<file path="src/rtl/dual_mac_pkg.sv">
// Shared sizes and operation codes for the dual-lane multiply unit.
package dual_mac_pkg;
    localparam int REGS      = 4;
    localparam int REG_W     = 64;
    localparam int LANES     = 2;
    localparam int LANE_IN_W = 16;
    localparam int LANE_W    = REG_W / LANES;
    localparam int IDX_W     = $clog2(REGS);
    localparam int CNT_W     = $clog2(LANES + 1);

    typedef enum logic {
        OP_MUL = 1'b0,
        OP_MAC = 1'b1
    } op_e;
endpackage

</file>
<file path="src/rtl/vreg_file.sv">
// Vector register file with two write ports and a flat view of all entries.
// The instruction write port has priority over the host port on the same index.
// Assumes synchronous active-low reset; reads are done by the parent from the flat bus.
module vreg_file
    import dual_mac_pkg::*;
(
    input  logic                   clk,
    input  logic                   rst_n,
    input  logic                   ex_we,
    input  logic [IDX_W-1:0]       ex_waddr,
    input  logic [REG_W-1:0]       ex_wdata,
    input  logic                   hs_we,
    input  logic [IDX_W-1:0]       hs_waddr,
    input  logic [REG_W-1:0]       hs_wdata,
    output logic [REGS*REG_W-1:0]  regs_flat
);
    logic [REG_W-1:0] store_q [REGS];

    for (genvar g = 0; g < REGS; g++) begin : g_entry
        // Update one entry: reset, then execute write, then host write.
        always_ff @(posedge clk) begin
            if (!rst_n) begin
                store_q[g] <= '0;
            end else if (ex_we && ex_waddr == IDX_W'(g)) begin
                store_q[g] <= ex_wdata;
            end else if (hs_we && hs_waddr == IDX_W'(g)) begin
                store_q[g] <= hs_wdata;
            end
        end
        assign regs_flat[g*REG_W +: REG_W] = store_q[g];
    end
endmodule

</file>
<file path="src/rtl/lane_muladd.sv">
// One unsigned 16x16 multiplier with a 32-bit addend; result wraps modulo 2^32.
// Assumes the addend is already forced to zero by the parent for plain multiply.
module lane_muladd
    import dual_mac_pkg::*;
(
    input  logic [LANE_IN_W-1:0] mul_x,
    input  logic [LANE_IN_W-1:0] mul_y,
    input  logic [LANE_W-1:0]    addend,
    output logic [LANE_W-1:0]    result,
    output logic                 present
);
    logic [LANE_W-1:0] product;

    // Form the widened product and add the addend.
    always_comb begin
        product = LANE_W'(mul_x) * LANE_W'(mul_y);
        result  = product + addend;
    end

    assign present = 1'b1;
endmodule

</file>
<file path="src/rtl/dual_mac_unit.sv">
// Top of the dual-lane multiply / multiply-accumulate unit.
// Reads two sources and the old destination, feeds one shared multiplier-adder
// per lane and writes the packed result at the next edge. Lane i takes source
// bits [i*LANE_W +: LANE_IN_W]. Assumes synchronous active-low reset.
module dual_mac_unit
    import dual_mac_pkg::*;
(
    input  logic                 clk,
    input  logic                 rst_n,
    input  logic                 ins_valid,
    input  logic                 ins_op,
    input  logic [IDX_W-1:0]     ins_dst,
    input  logic [IDX_W-1:0]     ins_srca,
    input  logic [IDX_W-1:0]     ins_srcb,
    input  logic                 host_we,
    input  logic [IDX_W-1:0]     host_addr,
    input  logic [REG_W-1:0]     host_wdata,
    input  logic [IDX_W-1:0]     host_raddr,
    output logic [REG_W-1:0]     host_rdata,
    output logic [CNT_W-1:0]     mul_count
);
    logic [REGS*REG_W-1:0] regs_flat;
    logic [REG_W-1:0]      opnd_a;
    logic [REG_W-1:0]      opnd_b;
    logic [REG_W-1:0]      old_dst;
    logic [REG_W-1:0]      packed_res;
    logic [LANES-1:0]      unit_present;
    op_e                   op_sel;

    assign op_sel = op_e'(ins_op);

    vreg_file u_rf (
        .clk       (clk),
        .rst_n     (rst_n),
        .ex_we     (ins_valid),
        .ex_waddr  (ins_dst),
        .ex_wdata  (packed_res),
        .hs_we     (host_we),
        .hs_waddr  (host_addr),
        .hs_wdata  (host_wdata),
        .regs_flat (regs_flat)
    );

    // Select the operand, destination and host read words.
    always_comb begin
        opnd_a     = regs_flat[ins_srca   * REG_W +: REG_W];
        opnd_b     = regs_flat[ins_srcb   * REG_W +: REG_W];
        old_dst    = regs_flat[ins_dst    * REG_W +: REG_W];
        host_rdata = regs_flat[host_raddr * REG_W +: REG_W];
    end

    for (genvar l = 0; l < LANES; l++) begin : g_lane
        logic [LANE_W-1:0] lane_add;
        // Feed the old destination half only for accumulate.
        always_comb begin
            lane_add = (op_sel == OP_MAC) ? old_dst[l*LANE_W +: LANE_W] : '0;
        end
        lane_muladd u_mac (
            .mul_x   (opnd_a[l*LANE_W +: LANE_IN_W]),
            .mul_y   (opnd_b[l*LANE_W +: LANE_IN_W]),
            .addend  (lane_add),
            .result  (packed_res[l*LANE_W +: LANE_W]),
            .present (unit_present[l])
        );
    end

    // Count the multiplier-adder instances that were built.
    always_comb begin
        mul_count = '0;
        for (int i = 0; i < LANES; i++) begin
            mul_count = mul_count + CNT_W'(unit_present[i]);
        end
    end
endmodule

</file>
<file path="config.mk">
export PLATFORM = sky130hd
export DESIGN_NAME = dual_mac_unit
export DESIGN_NICKNAME = d
export VERILOG_FILES = /design/src/rtl/dual_mac_pkg.sv /design/src/rtl/vreg_file.sv /design/src/rtl/lane_muladd.sv /design/src/rtl/dual_mac_unit.sv
export SDC_FILE = /design/constraint.sdc
export NUM_CORES = 2
export LEC_CHECK = 0
export ABC_AREA = 1
export BUFFER_PORTS_ARGS = -buffer_cell sky130_fd_sc_hd__buf_4
export CORE_UTILIZATION = 50
export CTS_BUF_LIST = sky130_fd_sc_hd__clkbuf_2
export DETAILED_ROUTE_END_ITERATION = 7
export GPL_ROUTABILITY_DRIVEN = 0
export PLACE_DENSITY = 0.74
export REMOVE_ABC_BUFFERS = 1
export SLEW_MARGIN = 20
export SYNTH_ARGS = -nofsm -noshare
export SYNTH_HDL_FRONTEND = slang
export SYNTH_SLANG_ARGS = --single-unit
</file>
<file path="constraint.sdc">
create_clock -name clk -period 14.6 [get_ports clk]
set_clock_uncertainty 0.1 [all_clocks]
set_input_delay 0.73 -clock clk [delete_from_list [all_inputs] [get_ports clk]]
set_output_delay 0.73 -clock clk [all_outputs]
set_load 0.005 [all_outputs]
</file>
Word-level counts from Yosys, hierarchy flattened
Memory sizes are Yosys's and may differ from the RTL's.
Index checks and enable logic that the tools add are counted.

storage, ports and cells
  flip-flop bits (word level) = 0
  latch bits = 0
  memory bits (writable) = 256
  memory bits (read-only) = 0
  bits of input ports = 79
  output and inout bits = 66
  logic and storage cells = 72
  memories kept = 1

operators by class
  add/sub/neg operators = 2
  multiply operators = 2
  div/mod/pow operators = 0
  magnitude comparators = 0
  eq/ne operators = 6
  shifts and indexed selects = 4
  multiplexer cells = 39
  bitwise logic cells = 8
  reduce and logical (&&, ||, !) cells = 10

memories
  memory        depth  bits a word  rd ports  clocked after Yosys merged registers in  write ports  line             RTL
  u_rf.store_q  4      64           4         0                                        4            vreg_file.sv:17  logic [REG_W-1:0] store_q [REGS];

operators with widths
  cell                                                                    number
  64-bit two-way mux                                                      8
  256-bit by 9-bit indexed part select with 48-bit output                 2
  256-bit by 9-bit indexed part select with 64-bit output                 2
  32-bit adder                                                            2
  16-bit by 16-bit multiplier with 32-bit output                          2
  32-bit two-way mux                                                      2
  1-bit two-way mux                                                       29
  2-bit equality test (second input constant)                             4
  1-bit logical AND                                                       8
  1-bit bitwise OR                                                        8
  2-bit by 1-bit equality test with 1-bit output (second input constant)  2
  2-bit logical NOT                                                       2

Depth between registers and ports, before layout
  depth after elaboration = 7
  mapped depth = 34

Hierarchy
A second synthesis with hierarchy kept.

unflattened totals
  cells, all modules = 5755
  area total of the unflattened synthesis = 39623.0 um^2

modules (own cells, without submodules)
  module                          times used  cells each  area an instance (um^2)  seq. area each (um^2)
  vreg_file                       1           1267        12014.0                  7687.4
  lane_muladd at g_lane[1].u_mac  1           1502        10451.3                  0.0
  lane_muladd at g_lane[0].u_mac  1           1507        10382.5                  0.0
  dual_mac_unit                   1           1479        6775.2                   0.0

Least setup slack after synthesis
OpenSTA, ideal clock, no wires.

  path type = input-to-reg
  start = input port ins_srcb[0]
  end = memory u_rf.store_q[2][19] (data pin)
  library setup time = 0.249 ns
  arrival = 6.189 ns
  data required time = 14.251 ns
  slack = 8.062 ns
  stages on the path = 30
  path through = buf_2 > buf_4 > buf_4 > a21oi_1 > a32oi_1 > buf_2 > nand2_1 > fa_1 > inv_1 > fa_1 > inv_1 > fa_1 > inv_1 > fa_1 > fa_1 > inv_1 > fa_1 > inv_1 > ha_1 > nand2_1 > nor2_1 > nand2_1 > nand3_1 > nand2_1 > nand2_1 > nand2_1 > nand2_1 > nand2_1 > nand2_1 > inv_1

RTL lines
  element      line                 RTL
  from (decl)  dual_mac_unit.sv:14  input logic [IDX_W-1:0] ins_srcb,
  to (decl)    vreg_file.sv:17

==> run_results.csv <==
group,metric,value,unit
routing,antenna_left,0,
timing,rsz0062_at_grt,"false",
logic_synthesis,avgSynthCellArea,7.55,µm²
worst_setup_path,crit_fanout,51,
clock_network,ctsResizeCount,0,
clock_network,htree_levels,3,
worst_setup_path,worstSetupPathType,"in -> reg",
clock_network,clk_pin_slew,0.13,ns
logic_synthesis,async_reset_ff_share,0,%
timing,slew_viol_final,0,
run_status,outcome,"finished with violations",
layout,largest_register,"u_rf.store_q",
layout,diodes,0,
min_path,hold_class,"in -> reg",
routing,vias,34900,
clock_network,postCtsSetupBuffers,0,
logic_synthesis,ys_ff_latch,256,
grt,grt_pass1_vias,34500,
layout,area_growth_syn_to_layout,8.10,%
layout,multi_input_area,23600,µm²
placement,placedCellCount,5770,
timing,max_slew_margin,21.9,%
logic_synthesis,synth_top_cell_by_area,"fa_1",
run_status,failed_checks,"DRC",
grt,grt_max_degree,98,
run,cap_viol_max_count,0,
grt,grt_use_total,34.7,%
logic_synthesis,synth_top_area_share,24.7,%
placement,portBuffers,142,
routing,drt-total-wl,127000,µm
logic_synthesis,yosysWarnings,0,
routing,vias_per_cell,5.89,
logic_synthesis,yosysUniqueCellTypes,39,
logic_synthesis,syn_area,36400,µm²
clock_network,cts_tree,"done",
timing,fin_crit,7.86,ns
worst_setup_path,cp.required,15.19,ns
clock_network,cts-root-buf,"clkbuf_2",
layout,seq_area,7690,µm²
floorplanning,num_rows,98,
layout,fin_nets,5660,
logic_synthesis,syn_inst,4821,
timing,hold_viol,0,
timing,setup_viol,0,
placement,hpwl,90200,µm
floorplanning,coreArea,71700,µm²
clock_network,cts_buffers,67,
clock_network,clock-sinks,256,
floorplanning,dieWidth,272,µm
worst_setup_path,cp.arrival,8.45,ns
grt,grt.overflow.total,0,
routing,wl_per_cell,21.5,µm
timing,setup_tns,0,ns
logic_synthesis,synthTopCellsByArea,"fa_1 25%, edfxtp_1 21%, nand2_1 11%",
logic_synthesis,synth_edf_count,256,
routing,firstDrtPassIters,8,
grt,grt_pass1_wl,196000,µm
clock_network,clk_latency,1.01,ns
floorplanning,die_h,272,µm
timing,period_share,53.8,%
layout,reg_top3,"u_rf.store_q (256)",
floorplanning,dieArea,73900,µm²
floorplanning,io_pins,145,
timing,worst_pin_slew,1.17,ns
layout,stdcell_count,5926,
routing,drc,16,
routing,drtIter0Drc,4929,
clock_network,cts_buffer_depth,3,
floorplanning,initial_core_util,50.7,%
logic_synthesis,synthFlopType,"edfxtp_1",
timing,fmax,127,MHz
layout,n_fill_cell,6698,
layout,layout-drive-gt1-share,7.27,%
grt,grt_antenna_before_repair,0,
worst_setup_path,crit_path_end_kind,"register",
logic_synthesis,seq_area_frac_synth,21.1,%
worst_setup_path,crit_path_start_kind,"input pin",
layout,largest_reg_flops,256,
cells by family (layout without fill, tap and decap cells):
family | count (synthesis) | count (layout) | share of synthesized area (%)
AND/OR/NAND/NOR | 1773 | 1773 | 19.1
flip-flops | 256 | 256 | 21.1
other | 2 | 2 | 0.0206
XOR/XNOR | 22 | 22 | 0.529
adder cells (fa/ha/maj) | 648 | 648 | 31.6
buffers and inverters | 1331 | 1486 | 14.2
AO/OA/AOI/OAI | 789 | 789 | 13.4
worst paths after layout:
path | slack [ns] | endpoint | cells after the start | from
setup reg to reg | 7.10 | u_rf.store_q[3][28] | 26 | u_rf.store_q[0][5]
setup / recovery | 6.74 | u_rf.store_q[3][28] | 26 | ins_srcb[0]
hold / removal | 0.05 | u_rf.store_q[1][20] | 3 | host_wdata[20]
hold reg to reg | 0.94 | u_rf.store_q[2][32] | 5 | u_rf.store_q[0][32]
layer usage:
metal / global-route usage (%) / part of all wire [%] / vias up / wire, µm
met1: 46.4 / 37 / 16500 / 47100
met5: 0 / 0 / - / 0
met4: 15.5 / 4.8 / 0 / 6060
li1: - / - / 15300 / -
met3: 11.5 / 16 / 424 / 20500
met2: 51.0 / 42 / 2745 / 53700
repair_timing:
item / in CTS / in global routing
endpoints found under the setup margin: 0 / 0
hold buffers: 44 / 0
hold endpoints to repair: 92 / 0
critical path, stage by stage:
cell	delay, ns
buf_4	0.44
buf_4	0.57
nand2_1	0.12
a32oi_1	0.83
inv_1	0.57
nor2_1	0.27
fa_1	0.44
inv_1	0.09
fa_1	0.43
fa_1	0.51
fa_1	0.55
inv_1	0.05
fa_1	0.47
inv_1	0.05
fa_1	0.50
inv_1	0.05
ha_1	0.40
nand2_1	0.13
nor2_1	0.28
nand3_1	0.11
nand3_1	0.22
nand2_1	0.19
nand2_1	0.13
nand2_1	0.10
nand3_1	0.09
o21ai_0	0.10
final cells by class:
cell class / count / area share [%]
Tap cell: 950 / 3.02
Clock inverter: 27 / 0.506
Clock buffer: 85 / 1.08
Multi-Input combinational cell: 3234 / 60.0
Sequential cell: 256 / 19.5
Inverter: 1119 / 10.7
Timing Repair Buffer: 255 / 5.15
per-stage QoR:
stage | hold WS, ns | utilization (%) | instance area (µm²) | setup slack, ns
CTS | 0.000572 | 54.8 | 39300 | 7.07
global placement | 0.931 | 53.4 | 38300 | 6.32
global route | 0.000792 | 54.9 | 39300 | 6.56
floorplan | 0.816 | - | 35400 | 7.71
detailed placement | 0.935 | 53.4 | 38300 | 6.02
finish | 0.0498 | 54.9 | 39300 | 6.74
cell usage after synthesis, types with 10 or more instances:
cell type,number
nand4_1,22
xnor2_1,22
nand2_1,1105
buf_1,16
inv_1,1091
clkbuf_1,84
a21oi_1,168
nor2_1,518
o21ai_0,236
nand3_1,97
ha_1,198
fa_1,450
o22ai_1,166
edfxtp_1,256
a32oi_1,52
buf_2,98
a22oi_1,124
o21ai_1,10
inv_2,21
placed cells by master, fill, tap and decap left out, types with 3 or more instances in the layout:
cell / Yosys / final
xnor2_1: 22 / 22
a32oi_2: 9 / 9
a21oi_1: 168 / 168
clkinv_2: 0 / 5
clkinv_1: 6 / 20
ha_1: 198 / 198
fa_1: 450 / 450
inv_1: 1091 / 1090
nand2_4: 1 / 3
nor3_1: 9 / 9
dlygate4sd3_1: 0 / 44
inv_2: 21 / 23
clkbuf_2: 3 / 85
a32oi_4: 3 / 3
and2_1: 7 / 7
nor2_4: 4 / 4
nand3b_1: 5 / 5
bufinv_16: 0 / 3
nand3_1: 97 / 93
nand2_2: 2 / 3
edfxtp_1: 256 / 256
o21ai_0: 236 / 236
o22ai_1: 166 / 166
a22oi_1: 124 / 124
nand4_1: 22 / 22
buf_4: 9 / 210
o21ai_1: 10 / 10
nand2_1: 1105 / 1102
o211ai_1: 9 / 9
o21bai_1: 9 / 9
a32oi_1: 52 / 52
nand3_4: 0 / 5
nor2_1: 518 / 518
Power is not shown: default switching activity piles up to over one toggle a cycle in this logic, so the estimate is an artifact.
